`src/rtl/conv_trigger_pkg.sv`:
```
package conv_trigger_pkg;

    localparam int SEL_W_DEF      = 3;
    localparam int SYNC_DEF       = 2;
    localparam int CHAIN_CODE_DEF = 0;

    // Requests reaching the decision stage in one cycle
    typedef struct packed {
        logic hw;
        logic sw;
    } start_req_t;

    // Hardware trigger qualification before the busy gate
    function automatic logic hw_qualify(
        input logic en,
        input logic chained,
        input logic edge_hit,
        input logic flag,
        input logic busy_fell
    );
        if (!en)
            return 1'b0;
        if (chained)
            return busy_fell;
        return edge_hit && !flag;
    endfunction

endpackage

```
`src/rtl/trig_sync.sv`:
```
module trig_sync #(
    parameter int W      = 8,
    parameter int STAGES = 2
) (
    input  logic         clk,
    input  logic         rst,
    input  logic [W-1:0] din,
    output logic [W-1:0] dout
);
    logic [STAGES-1:0][W-1:0] stg;

    always_ff @(posedge clk) begin
        if (rst) begin
            stg <= '0;
        end else begin
            for (int i = STAGES - 1; i > 0; i--)
                stg[i] <= stg[i-1];
            stg[0] <= din;
        end
    end

    assign dout = stg[STAGES-1];
endmodule

```
`src/rtl/trig_edge.sv`:
```
module trig_edge #(
    parameter int SEL_W = 3,
    localparam int N    = 1 << SEL_W
) (
    input  logic             clk,
    input  logic             rst,
    input  logic [N-1:0]     lvl,
    input  logic [SEL_W-1:0] sel,
    output logic             edge_hit
);
    logic [N-1:0] rise;

    // One history bit per source, so a select change never sees a stale level
    for (genvar g = 0; g < N; g++) begin : g_src
        logic prev;
        always_ff @(posedge clk) begin
            if (rst) prev <= 1'b0;
            else     prev <= lvl[g];
        end
        assign rise[g] = lvl[g] & ~prev;
    end

    assign edge_hit = rise[sel];
endmodule

```
`src/rtl/start_ctl.sv`:
```
module start_ctl
    import conv_trigger_pkg::*;
#(
    parameter int SEL_W      = 3,
    parameter int CHAIN_CODE = 0
) (
    input  logic             clk,
    input  logic             rst,
    input  logic [SEL_W-1:0] sel,
    input  logic             auto_en,
    input  logic             busy,
    input  logic             done_flag,
    input  logic             sw_start,
    input  logic             edge_hit,
    output logic             conv_start,
    output logic             presc_rst
);
    logic       busy_q;
    logic       chained;
    logic       gate_open;
    start_req_t req;

    assign chained   = (sel == SEL_W'(CHAIN_CODE));
    assign gate_open = !busy && !conv_start;
    assign req.hw    = gate_open &&
                       hw_qualify(auto_en, chained, edge_hit, done_flag, busy_q && !busy);
    assign req.sw    = gate_open && sw_start;

    always_ff @(posedge clk) begin
        if (rst) begin
            busy_q     <= 1'b0;
            conv_start <= 1'b0;
            presc_rst  <= 1'b0;
        end else begin
            busy_q     <= busy;
            conv_start <= req.hw || req.sw;
            presc_rst  <= req.hw;
        end
    end
endmodule

```
`src/rtl/conv_trigger.sv`:
```
module conv_trigger
    import conv_trigger_pkg::*;
#(
    parameter int SEL_W      = SEL_W_DEF,
    parameter int SYNC       = SYNC_DEF,
    parameter int CHAIN_CODE = CHAIN_CODE_DEF,
    localparam int NSRC      = 1 << SEL_W
) (
    input  logic             clk,
    input  logic             rst,
    input  logic [NSRC-1:0]  trig_src,
    input  logic [SEL_W-1:0] trig_sel,
    input  logic             auto_en,
    input  logic             busy,
    input  logic             done_flag,
    input  logic             sw_start,
    output logic             conv_start,
    output logic             presc_rst
);
    logic [NSRC-1:0] src_sync;
    logic            edge_hit;

    trig_sync #(.W(NSRC), .STAGES(SYNC)) u_sync (
        .clk (clk),
        .rst (rst),
        .din (trig_src),
        .dout(src_sync)
    );

    trig_edge #(.SEL_W(SEL_W)) u_edge (
        .clk     (clk),
        .rst     (rst),
        .lvl     (src_sync),
        .sel     (trig_sel),
        .edge_hit(edge_hit)
    );

    start_ctl #(.SEL_W(SEL_W), .CHAIN_CODE(CHAIN_CODE)) u_ctl (
        .clk       (clk),
        .rst       (rst),
        .sel       (trig_sel),
        .auto_en   (auto_en),
        .busy      (busy),
        .done_flag (done_flag),
        .sw_start  (sw_start),
        .edge_hit  (edge_hit),
        .conv_start(conv_start),
        .presc_rst (presc_rst)
    );
endmodule

```
`config.mk`:
```
export PLATFORM = sky130hd
export DESIGN_NAME = conv_trigger
export DESIGN_NICKNAME = d
export VERILOG_FILES = /design/src/rtl/conv_trigger_pkg.sv /design/src/rtl/trig_sync.sv /design/src/rtl/trig_edge.sv /design/src/rtl/start_ctl.sv /design/src/rtl/conv_trigger.sv
export SDC_FILE = /design/constraint.sdc
export NUM_CORES = 1
export LEC_CHECK = 0
export BUFFER_PORTS_ARGS = -buffer_cell sky130_fd_sc_hd__buf_2
export CAP_MARGIN = 40
export CORE_UTILIZATION = 48
export DETAILED_ROUTE_END_ITERATION = 8
export PLACE_DENSITY = 0.73
export SYNTH_ARGS = -nofsm -noshare
export SYNTH_HDL_FRONTEND = slang
export SYNTH_SLANG_ARGS = --single-unit
export TNS_END_PERCENT = 5
```
`constraint.sdc`:
```
create_clock -name clk -period 1.4 [get_ports clk]
set_input_delay 0.14 -clock clk [delete_from_list [all_inputs] [get_ports clk]]
set_output_delay 0.14 -clock clk [all_outputs]
set_load 0.005 [all_outputs]
```
==> flow_summary.yaml <==
synthesis:
  synthArstFlopShare: 0
  ys_warn_count: 0
  synth.distinct_cells: 19
  synth_top_family_by_area: "simple AND/OR/NAND/NOR gates"
  syn_avg_cell_area_sq_um: 11.3
  ys_ff_latch: 24
  synthMuxAreaShare: 0
  synth_top_area_share: 0.610
  synth-compound-area-share: 0.0683
  ys_seq_area_frac: 0.610
  synthCells: 70
  syn_nets: 87
  synthAdderAreaFrac: 0
  synth_top_area_cell: "dfxtp_1"
  synth.area.top_cells: "dfxtp_1 (61%), nor2b_1 (17%), or4bb_1 (2.9%)"
  netlist_area_sq_um: 788
  synthXorXnorAreaFrac: 0
  synth_edf_count: 0
  yosys.area_share.simple: 0.298
  synth-main-ff-cell: "dfxtp_1"
power_and_ir_drop:
  irDropWorstVdd_uv: 712
  total_power_w: 0.00114
  power.leakage_nw: 0.398
  powerDensity_nw_per_um2: 1210
place:
  routabilityCongestion: 0.844
  numPortBuffers: 17
  postPlaceCellArea_sq_um: 908
  hpwl_um: 789
global_routing:
  antenna_found_initial: 0
  grt_start_max_net_pins: 23
  grt_pass1_wl_mm: 1.84
  grt_usage: 0.136
  first_global_vias: 473
  grt_overflow_total: 0
timing:
  rsz0062_at_grt: "true"
  fmax_mhz: 744
  finalHoldViolCount: 0
  finalCriticalPeriod_ps: 1340
  tightestPinTransition_ps: 402
  drv_slew: 0
  relSlewSlack: 0.728
  finalCritPeriodShare: 0.959
  hold_ws_ps: 37.9
  tns_ps: 0
  skew_ps: 4.30
  setup_violations: 0
die:
  die_area_sq_um: 1810
  start_util: 0.517
  placementRows: 14
  dieWidth_um: 42.5
  io_pins: 19
  die_h_um: 42.5
  core_sq_um: 1520
drt:
  finalWirelength_mm: 1.04
  drc: 0
  drt-initial-drc-count: 2
  firstDrtPassIters: 4
  vias_per_cell: 4.68
  drt-wirelength-per-cell_um: 9.63
  vias: 505
  ant_nets: 0
cells_and_area:
  drive_gt1_frac: 0.293
  design_area_sq_um: 945
  nNetsFinal: 110
  layout_common_cells: "dfxtp_1 (24), nor2b_1 (21), buf_2 (17)"
  area_delta_synth_final_pct: 19.8
  final_common_cell: "dfxtp_1"
  antennaDiodeCount: 0
  n_fill_cell: 140
  fin_util: 0.620
run:
  max_cap_viol_count: 0
setup_path:
  cp.required_ps: 1630
  cp_max_fo: 2
  crit_type: "reg2reg"
  critPathLaunchType: "register"
  crit_arrival_ps: 1570
  worstSetupEndpointType: "register"
status:
  status: "completed"
cts:
  clk_pin_slew_ps: 120
  cts_hold_buf: 0
  cts_tree: "done"
  insertion_delay_ps: 300
  cts_max_path_buffers: 2
  h-tree-depth: 1
  cts_buffers: 3
  clockRootBuffer: "clkbuf_4"
  cts_setup_buffers: 0
  clock-sinks: 24
  cts_resized: 0
min_path:
  hp-class: "in2reg"
==> critical path, stage by stage, from the launching register on <==
cell and delay [ps]:
dfxtp_1 310, or4bb_1 490, a41oi_2 230, nor2_1 80
nor3b_2 170
==> final cells by class <==
cell class / instances / area (sq um) / area share
inverters: 3 / 11.3 / 0.0119
repair buffers: 20 / 108 / 0.114
clock buffers: 4 / 36.3 / 0.0384
well taps: 16 / 20.0 / 0.0212
flip-flops and latches: 24 / 480 / 0.509
multi-input cells: 41 / 289 / 0.306
==> flip-flops by register name, summed over array words and instances (netlist names) <==
| register | cells |
|---|---|
| u_ctl.busy_q | 1 |
| u_sync.stg | 7 |
| u_ctl.presc_rst | 1 |
| u_ctl.conv_start | 1 |
| u_sync.dout | 7 |
| u_edge.g_src.prev | 7 |
==> worst paths after layout <==
check                             from                   end  slack [ps]  cells past startpoint
hold / removal             trig_src[7]         u_sync.stg[7]          40                      2
setup reg to reg  u_edge.g_src[1].prev       u_ctl.presc_rst          60                      4
hold reg to reg         u_sync.dout[6]  u_edge.g_src[6].prev         440                      2
setup / recovery  u_edge.g_src[1].prev       u_ctl.presc_rst          60                      4
==> routing by layer <==
metal | up-vias | wire, um | track usage
li1 | 275 | - | -
met3 | 2 | 73 | 0.0474
met2 | 20 | 444 | 0.206
met4 | 0 | 6 | 0.0563
met1 | 208 | 515 | 0.175
met5 | - | 0 | 0
==> Yosys cell counts, drive strengths merged (2+ instances only) <==
| cell type | count |
|---|---|
| dfxtp | 24 |
| nor2b | 21 |
| inv | 3 |
| nand2b | 3 |
| nor2 | 3 |
| clkbuf | 2 |
| or4bb | 2 |
==> metrics by stage <==
stage | setup slack [ps] | cells
2_1_floorplan | 110 | 70
3_3_place_gp | 64.1 | 104
3_5_place_dp | 27.7 | 104
4_1_cts | 4.59 | 108
5_1_grt | -19.0 | 108
6_report | 56.7 | 108
==> cell families after synthesis <==
kind of cell           Yosys count
AOI/OAI and AO/OA                6
buffers and inverters            5
DFF                             24
and+or+nand+nor                 35
==> where the power goes <==
group          switching (W)  internal [W]  total (W)
Combinational      0.0000366     0.0000479  0.0000845
Clock               0.000183      0.000158   0.000342
Sequential        0.00000660      0.000710   0.000717
Total               0.000227      0.000916    0.00114
(Power assumes the default switching activity.)
